[src/rtl/vstore_pkg.sv]
package vstore_pkg;

  typedef enum logic [1:0] {
    SLOT_NONE  = 2'd0,
    SLOT_SWAP  = 2'd1,
    SLOT_FREE  = 2'd2,
    SLOT_EVICT = 2'd3
  } slot_src_e;

  // Isolate the least significant set bit of a vector (up to 64 bits).
  function automatic logic [63:0] lowest_one(input logic [63:0] v);
    return v & (~v + 64'd1);
  endfunction

endpackage

[src/rtl/vstore_match.sv]
module vstore_match #(
  parameter int N      = 8,
  parameter int ADDR_W = 26
) (
  input  logic                      clk,
  input  logic                      rst_n,
  input  logic [N-1:0]              ent_valid,
  input  logic [N-1:0][ADDR_W-1:0]  ent_addr,
  input  logic [ADDR_W-1:0]         key,
  output logic [N-1:0]              match_oh,
  output logic                      any_match
);

  for (genvar g = 0; g < N; g++) begin : g_cmp
    assign match_oh[g] = ent_valid[g] && (ent_addr[g] == key);
  end

  assign any_match = |match_oh;

  // a block address is resident in at most one entry
  a_r2_unique_match: assert property (@(posedge clk) disable iff (!rst_n)
    $onehot0(match_oh));

endmodule

[src/rtl/vstore_age.sv]
module vstore_age #(
  parameter int N = 8
) (
  input  logic         clk,
  input  logic         rst_n,
  input  logic         touch,
  input  logic [N-1:0] touch_oh,
  output logic [N-1:0] oldest_oh
);

  // older_q[i][j] = 1 : entry i was written before entry j
  logic [N-1:0][N-1:0] older_q;

  always_ff @(posedge clk) begin
    if (!rst_n) begin
      for (int i = 0; i < N; i++)
        for (int j = 0; j < N; j++)
          older_q[i][j] <= (i < j);
    end else if (touch) begin
      for (int i = 0; i < N; i++)
        for (int j = 0; j < N; j++)
          if (i != j) begin
            if (touch_oh[i])      older_q[i][j] <= 1'b0;
            else if (touch_oh[j]) older_q[i][j] <= 1'b1;
          end
    end
  end

  always_comb begin
    for (int i = 0; i < N; i++) begin
      oldest_oh[i] = 1'b1;
      for (int j = 0; j < N; j++)
        if (i != j && !older_q[i][j]) oldest_oh[i] = 1'b0;
    end
  end

  // the age order always names exactly one oldest entry
  a_r6_one_oldest: assert property (@(posedge clk) disable iff (!rst_n)
    $countones(oldest_oh) == 1);

  // a freshly written entry is never the oldest afterwards (N > 1)
  a_r6_new_not_oldest: assert property (@(posedge clk) disable iff (!rst_n)
    (touch && N > 1) |=> ((oldest_oh & $past(touch_oh)) == '0));

endmodule

[src/rtl/vstore_alloc.sv]
module vstore_alloc
  import vstore_pkg::*;
#(
  parameter int N = 8
) (
  input  logic         clk,
  input  logic         rst_n,
  input  logic         ins_valid,
  input  logic         hit,
  input  logic [N-1:0] hit_oh,
  input  logic [N-1:0] ent_valid,
  input  logic [N-1:0] oldest_oh,
  output logic [N-1:0] slot_oh,
  output slot_src_e    slot_src
);

  logic [N-1:0] free_first;

  assign free_first = N'(lowest_one(64'(~ent_valid)));

  always_comb begin
    slot_oh  = '0;
    slot_src = SLOT_NONE;
    if (ins_valid) begin
      if (hit) begin
        slot_oh  = hit_oh;
        slot_src = SLOT_SWAP;
      end else if (!(&ent_valid)) begin
        slot_oh  = free_first;
        slot_src = SLOT_FREE;
      end else begin
        slot_oh  = oldest_oh;
        slot_src = SLOT_EVICT;
      end
    end
  end

  // an insertion selects exactly one entry
  a_r9_one_slot: assert property (@(posedge clk) disable iff (!rst_n)
    ins_valid |-> ($countones(slot_oh) == 1));

  // a free-slot pick never lands on an occupied entry
  a_r9_free_is_empty: assert property (@(posedge clk) disable iff (!rst_n)
    (slot_src == SLOT_FREE) |-> ((slot_oh & ent_valid) == '0));

endmodule

[src/rtl/victim_store.sv]
module victim_store
  import vstore_pkg::*;
#(
  parameter int ENTRIES = 8,
  parameter int ADDR_W  = 26,
  parameter int DATA_W  = 256
) (
  input  logic              clk,
  input  logic              rst_n,
  input  logic              ins_valid,
  input  logic [ADDR_W-1:0] ins_addr,
  input  logic [DATA_W-1:0] ins_data,
  input  logic              ins_dirty,
  input  logic              lk_valid,
  input  logic [ADDR_W-1:0] lk_addr,
  output logic              lk_hit,
  output logic [DATA_W-1:0] lk_data,
  output logic              lk_dirty,
  output logic              nl_req_valid,
  output logic [ADDR_W-1:0] nl_req_addr,
  output logic              wb_valid,
  output logic [ADDR_W-1:0] wb_addr,
  output logic [DATA_W-1:0] wb_data
);

  localparam int N = ENTRIES;

  logic [N-1:0]             valid_q;
  logic [N-1:0]             dirty_q;
  logic [N-1:0][ADDR_W-1:0] addr_q;
  logic [N-1:0][DATA_W-1:0] data_q;

  logic [N-1:0] match_oh;
  logic         any_match;
  logic [N-1:0] hit_oh;
  logic [N-1:0] oldest_oh;
  logic [N-1:0] slot_oh;
  slot_src_e    slot_src;
  logic         evict_ev;

  vstore_match #(.N(N), .ADDR_W(ADDR_W)) match_i (
    .clk       (clk),
    .rst_n     (rst_n),
    .ent_valid (valid_q),
    .ent_addr  (addr_q),
    .key       (lk_addr),
    .match_oh  (match_oh),
    .any_match (any_match)
  );

  assign lk_hit       = lk_valid && any_match;
  assign hit_oh       = lk_valid ? match_oh : '0;
  assign nl_req_valid = lk_valid && !any_match;
  assign nl_req_addr  = lk_addr;

  vstore_age #(.N(N)) age_i (
    .clk       (clk),
    .rst_n     (rst_n),
    .touch     (ins_valid),
    .touch_oh  (slot_oh),
    .oldest_oh (oldest_oh)
  );

  vstore_alloc #(.N(N)) alloc_i (
    .clk       (clk),
    .rst_n     (rst_n),
    .ins_valid (ins_valid),
    .hit       (lk_hit),
    .hit_oh    (hit_oh),
    .ent_valid (valid_q),
    .oldest_oh (oldest_oh),
    .slot_oh   (slot_oh),
    .slot_src  (slot_src)
  );

  assign evict_ev = (slot_src == SLOT_EVICT);

  // One-hot AND-OR read muxes for the hit path and the writeback path
  always_comb begin
    lk_data  = '0;
    lk_dirty = 1'b0;
    wb_addr  = '0;
    wb_data  = '0;
    wb_valid = 1'b0;
    for (int i = 0; i < N; i++) begin
      if (hit_oh[i]) begin
        lk_data  = lk_data | data_q[i];
        lk_dirty = lk_dirty | dirty_q[i];
      end
      if (evict_ev && slot_oh[i]) begin
        wb_addr  = wb_addr | addr_q[i];
        wb_data  = wb_data | data_q[i];
        wb_valid = wb_valid | dirty_q[i];
      end
    end
  end

  always_ff @(posedge clk) begin
    if (!rst_n) begin
      valid_q <= '0;
      dirty_q <= '0;
    end else begin
      for (int i = 0; i < N; i++) begin
        if (slot_oh[i]) begin
          valid_q[i] <= 1'b1;
          dirty_q[i] <= ins_dirty;
        end else if (hit_oh[i]) begin
          valid_q[i] <= 1'b0;
        end
      end
    end
  end

  always_ff @(posedge clk) begin
    for (int i = 0; i < N; i++)
      if (slot_oh[i]) begin
        addr_q[i] <= ins_addr;
        data_q[i] <= ins_data;
      end
  end

  // a hit with no insertion shrinks the occupancy by exactly one
  a_r3_hit_frees: assert property (@(posedge clk) disable iff (!rst_n)
    (lk_hit && !ins_valid) |=> ($countones(valid_q) == $past($countones(valid_q)) - 1));

  // a lookup either hits or forwards, never both or neither
  a_r4_hit_or_forward: assert property (@(posedge clk) disable iff (!rst_n)
    lk_valid |-> (lk_hit != nl_req_valid));

  // a writeback is only possible while every entry is occupied
  a_r7_wb_when_full: assert property (@(posedge clk) disable iff (!rst_n)
    wb_valid |-> (&valid_q));

  // a swap never causes a writeback and keeps occupancy unchanged
  a_r8_swap_quiet: assert property (@(posedge clk) disable iff (!rst_n)
    (lk_hit && ins_valid) |-> !wb_valid);
  a_r8_swap_count: assert property (@(posedge clk) disable iff (!rst_n)
    (lk_hit && ins_valid) |=> ($countones(valid_q) == $past($countones(valid_q))));

  // inserting into a non-full store grows occupancy by one
  a_r9_fill_grows: assert property (@(posedge clk) disable iff (!rst_n)
    (ins_valid && !lk_hit && !(&valid_q)) |=> ($countones(valid_q) == $past($countones(valid_q)) + 1));

endmodule

[config.mk]
export PLATFORM = sky130hd
export DESIGN_NAME = victim_store
export DESIGN_NICKNAME = d
export VERILOG_FILES = /design/src/rtl/vstore_pkg.sv /design/src/rtl/vstore_match.sv /design/src/rtl/vstore_age.sv /design/src/rtl/vstore_alloc.sv /design/src/rtl/victim_store.sv
export SDC_FILE = /design/constraint.sdc
export NUM_CORES = 2
export LEC_CHECK = 0
export CELL_PAD_IN_SITES_DETAIL_PLACEMENT = 2
export CELL_PAD_IN_SITES_GLOBAL_PLACEMENT = 2
export CORE_ASPECT_RATIO = 2
export CORE_MARGIN = 8
export CORE_UTILIZATION = 38
export DETAILED_ROUTE_END_ITERATION = 10
export PLACE_DENSITY_LB_ADDON = 0.12
export SYNTH_ARGS = -nofsm -noshare
export SYNTH_HDL_FRONTEND = slang
export SYNTH_SLANG_ARGS = --single-unit
[constraint.sdc]
create_clock -name clk -period 9.5 [get_ports clk]
set_input_delay 1.425 -clock clk [delete_from_list [all_inputs] [get_ports clk]]
set_output_delay 1.425 -clock clk [all_outputs]
set_load 0.005 [all_outputs]
==> impl_table.tex <==
\begin{tabular}{lr}
\hline
Metric & Value \\
\hline
\multicolumn{2}{l}{\textbf{Global routing}} \\
\quad Overflow left after global routing & 0 \\
\quad Maximum number of pins on one net before global-route repair & 125 \\
\quad Via count of the first global-routing pass & 75760 \\
\quad Initial antenna violation count & 82 \\
\quad Wire length of the first global-routing pass & 589300 µm \\
\quad Global-route usage over all layers & 30.01\% \\
\multicolumn{2}{l}{\textbf{Worst setup path}} \\
\quad Endpoint required time on the critical path & 8.08 ns \\
\quad Critical Path, Cell by Cell & clkdlybuf4s50\_1 -> xnor2\_1 -> nand4\_1 -> nor4\_1 -> nand4\_1 -> nor2\_4 -> or3\_4 -> buf\_4 -> buf\_4 -> nand2\_1 -> a31oi\_1 -> clkdlybuf4s50\_1 \\
\quad Arrival time of data at the critical path endpoint & 7.27 ns \\
\quad Crit Path Class & in -> out \\
\quad Highest cell delay on the worst timing path & 0.78 ns \\
\quad Nature of the critical path startpoint & input pin \\
\quad Critical Path Sink Type & primary output \\
\quad Slowest-stage cell, CP & sky130\_fd\_sc\_hd\_\_clkdlybuf4s50\_1 \\
\quad Highest net fanout along the worst path & 31 \\
\multicolumn{2}{l}{\textbf{Die}} \\
\quad Cell Rows & 261 \\
\quad Ports & 881 \\
\quad Die width & 371.2 µm \\
\quad Floorplan die area & 269600 µm² \\
\quad Core outline area & 251800 µm² \\
\quad Effective utilization at floorplan & 38.07\% \\
\quad Vertical extent of the die & 726.3 µm \\
\multicolumn{2}{l}{\textbf{Final layout}} \\
\quad Net total in the final layout & 7108 \\
\quad Final cell utilization of the core & 46.12\% \\
\quad Summed area of non-filler cells in the final layout & 116100 µm² \\
\quad Area of the multi-input gates & 24120 µm² \\
\quad Area taken by flip-flops and latches & 69190 µm² \\
\quad Layout cells sized above 1 & 7.820\% \\
\quad Synthesis-to-finish area growth & 21.12\% \\
\quad Layout filler cell count & 23250 \\
\multicolumn{2}{l}{\textbf{STA}} \\
\quad Final critical-path share of the clock period & 91.58\% \\
\quad Setup violations, final & 0 \\
\quad Peak clock frequency supported by timing & 114.9 MHz \\
\quad Final Critical Period & 8.700 ns \\
\quad Least setup slack across all paths after layout & 0.8000 ns \\
\quad Clock tree skew after final layout & 0.03636 ns \\
\quad Max-slew violation total from the final report & 0 \\
\quad Max transition margin & 15.64\% \\
\quad Number of hold violations in the final report & 0 \\
\quad Unrepaired setup endpoints after global routing & no \\
\quad Slew at the pin closest to its max-slew limit & 1.265 ns \\
\quad TNS Setup & 0 ns \\
\multicolumn{2}{l}{\textbf{Clock network}} \\
\quad Clock sink count & 2328 \\
\quad Master cell of the clock root buffer & sky130\_fd\_sc\_hd\_\_clkbuf\_16 \\
\quad H-tree depth & 4 \\
\quad Setup Buffers After CTS & 0 \\
\quad Hold buffer count at CTS & 0 \\
\quad Reg clk slew, reported paths & 0.07 ns \\
\quad Clk\_lat worst skew & 0.89 ns \\
\quad CTS Buf Count & 223 \\
\quad Maximum count of clock buffers along a single path & 4 \\
\quad Number of cells upsized or downsized after cts & 0 \\
\quad TritonCTS clock tree & yes \\
\multicolumn{2}{l}{\textbf{Placement}} \\
\quad HPWL reported at the end of detailed placement & 243300 µm \\
\quad Input/output buffers & 880 \\
\quad Post-Place Cell Area & 108700 µm² \\
\quad Routability Congestion & 0.8535 \\
\quad Worst slack after detailed placement & 0.9571 ns \\
\multicolumn{2}{l}{\textbf{Synth}} \\
\quad Most numerous cell types in the synthesized netlist & sky130\_fd\_sc\_hd\_\_edfxtp\_1, sky130\_fd\_sc\_hd\_\_a22o\_1, sky130\_fd\_sc\_hd\_\_a22oi\_1 \\
\quad Register bit total from synthesis & 2328 \\
\quad Count of flip-flops with a built-in enable after synthesis & 2256 \\
\quad Portion of netlist area occupied by mux cells & 0.07309\% \\
\quad Instance count of the mapped netlist & 6110 \\
\quad Synth top area cells & sky130\_fd\_sc\_hd\_\_edfxtp\_1, sky130\_fd\_sc\_hd\_\_a22o\_1, sky130\_fd\_sc\_hd\_\_a222oi\_1 \\
\quad Yosys top cell area share & 70.67\% \\
\quad Area fraction in and, or, nand and nor cells after synthesis & 3.303\% \\
\quad Combinational family with the most area after synthesis & compound AO/OA/AOI/OAI gates \\
\quad Dominant cell type by area after synthesis & sky130\_fd\_sc\_hd\_\_edfxtp\_1 \\
\quad Area of the mapped netlist & 95860 µm² \\
\quad Compound-cell area share of the yosys netlist & 19.70\% \\
\quad Net count of the mapped netlist & 6423 \\
\quad Mean post-synth cell area & 15.69 µm² \\
\quad Most common flop cell mapped by yosys & sky130\_fd\_sc\_hd\_\_edfxtp\_1 \\
\quad Synth cell types & 52 \\
\quad Share of flip-flops with an asynchronous set or reset & 0\% \\
\quad Syn. warnings & 0 \\
\quad Sequential element share of the synthesized area & 72.17\% \\
\quad Post-synthesis adder-cell area fraction & 0\% \\
\quad Synth Area in XOR/XNOR & 1.900\% \\
\quad Leading cell type by number of instances after synthesis & sky130\_fd\_sc\_hd\_\_edfxtp\_1 \\
\multicolumn{2}{l}{\textbf{Pwr}} \\
\quad Combinational share of power & 4.2\% \\
\quad Switching power summed over all nets & 4.773 mW \\
\quad Clock share of power & 42.8\% \\
\quad Reported leakage power & 36.09 nW \\
\quad PwrDens & 187.3 nW/µm² \\
\quad Int Power & 16.97 mW \\
\quad Sw Ratio & 21.95\% \\
\quad Peak ir drop on the vdd network & 0.1563 mV \\
\quad Portion of total power attributed to sequential cells & 53.0\% \\
\quad Total design power & 21.74 mW \\
\multicolumn{2}{l}{\textbf{Route}} \\
\quad Vias per std cell & 6.910 \\
\quad Number of nets with antenna violations after routing & 0 \\
\quad Remaining design rule violation count & 0 \\
\quad DRC violation total after the first TritonRoute iteration & 9165 \\
\quad DRT Wirelength & 422900 µm \\
\quad Total via count after detailed routing & 71030 \\
\quad Routed wirelength normalized by instance count & 41.14 µm \\
\quad Length of the first detailed-routing pass in iterations & 8 \\
\multicolumn{2}{l}{\textbf{Worst hold path}} \\
\quad Min-Delay Path Class & reg -> reg \\
\multicolumn{2}{l}{\textbf{Outcome}} \\
\quad Status & finished clean \\
\multicolumn{2}{l}{\textbf{Flow run}} \\
\quad Reported max-cap violation count & 0 \\
\hline
\end{tabular}
metrics by stage:
stage	cells	hold WS, ns
after CTS	10260	0.4677
after global placement	9857	0.4449
after global routing	10260	0.4937
after detailed placement	9857	0.4551
after floorplan	6110	0.4313
final	10280	0.4695
worst paths after layout:
check        slack [ns]                            from  cells past startpoint                              to
min reg2reg        0.47  age_i.older_q[38]$_SDFFE_PN1P_                      2  age_i.older_q[38]$_SDFFE_PN1P_
max                0.80                     lk_addr[13]                     12                    wb_data[155]
min                0.47  age_i.older_q[38]$_SDFFE_PN1P_                      2  age_i.older_q[38]$_SDFFE_PN1P_
max reg2reg        3.50         valid_q[0]$_SDFFE_PN0P_                      9           data_q[352]$_DFFE_PP_
kinds of logic after synthesis:
group / Yosys count
muxes: 7
xor gates and xnor gates: 208
buffers and inverters: 621
and+or+nand+nor: 685
DFF: 2328
AOI/OAI and AO/OA: 2261
layer usage:
metal | vias to the layer above | share of wire, % | GRT usage [%]
li1 | 27860 | - | -
met3 | 982 | 11 | 8.612
met1 | 37700 | 40 | 39.43
met4 | 102 | 3.4 | 10.39
met5 | - | 0.15 | 0
met2 | 4387 | 46 | 47.58
placed cells by master (no fill, tap or decap), drive strengths merged, types with 72 or more instances in the layout:
master         count
a221oi           412
a222oi           411
a22o             540
a22oi            528
a31oi            292
buf              176
clkbuf           257
clkdlybuf4s50    878
clkinv            75
dfxtp             72
edfxtp          2256
nand2            295
nand3            268
xnor2            125
xor2              83
power groups by stage:
stage	clock [mW]	sequential [mW]	combinational [mW]
global route	9.75	11.5	0.952
global placement	0	11.7	0.867
floorplan	0	11.7	0.392
CTS	9.46	11.5	0.907
finish	9.31	11.5	0.913
detailed placement	0	11.7	0.901
registers in the layout (all words and copies together), names as in the netlist:
name / flops
age_i.older_q: 56
addr_q: 208
valid_q: 8
data_q: 2048
dirty_q: 8
final cells by class:
cell class	count	share of cell area, %
Clock buffer	257	4.998
Multi-Input combinational cell	3161	20.77
Tap cell	3287	3.542
Inverter	27	0.1282
Sequential cell	2328	59.59
Clock inverter	142	1.351
Antenna cell	23	0.04957
Timing Repair Buffer	1054	9.570
critical path: cells and delay by family:
kind	cells	cell delay, ns
AND/OR/NAND/NOR	6	2.34
XOR/XNOR	1	0.41
buffers and inverters	4	2.51
AO/OA/AOI/OAI	1	0.49
Power figures use the tool's default switching activity.
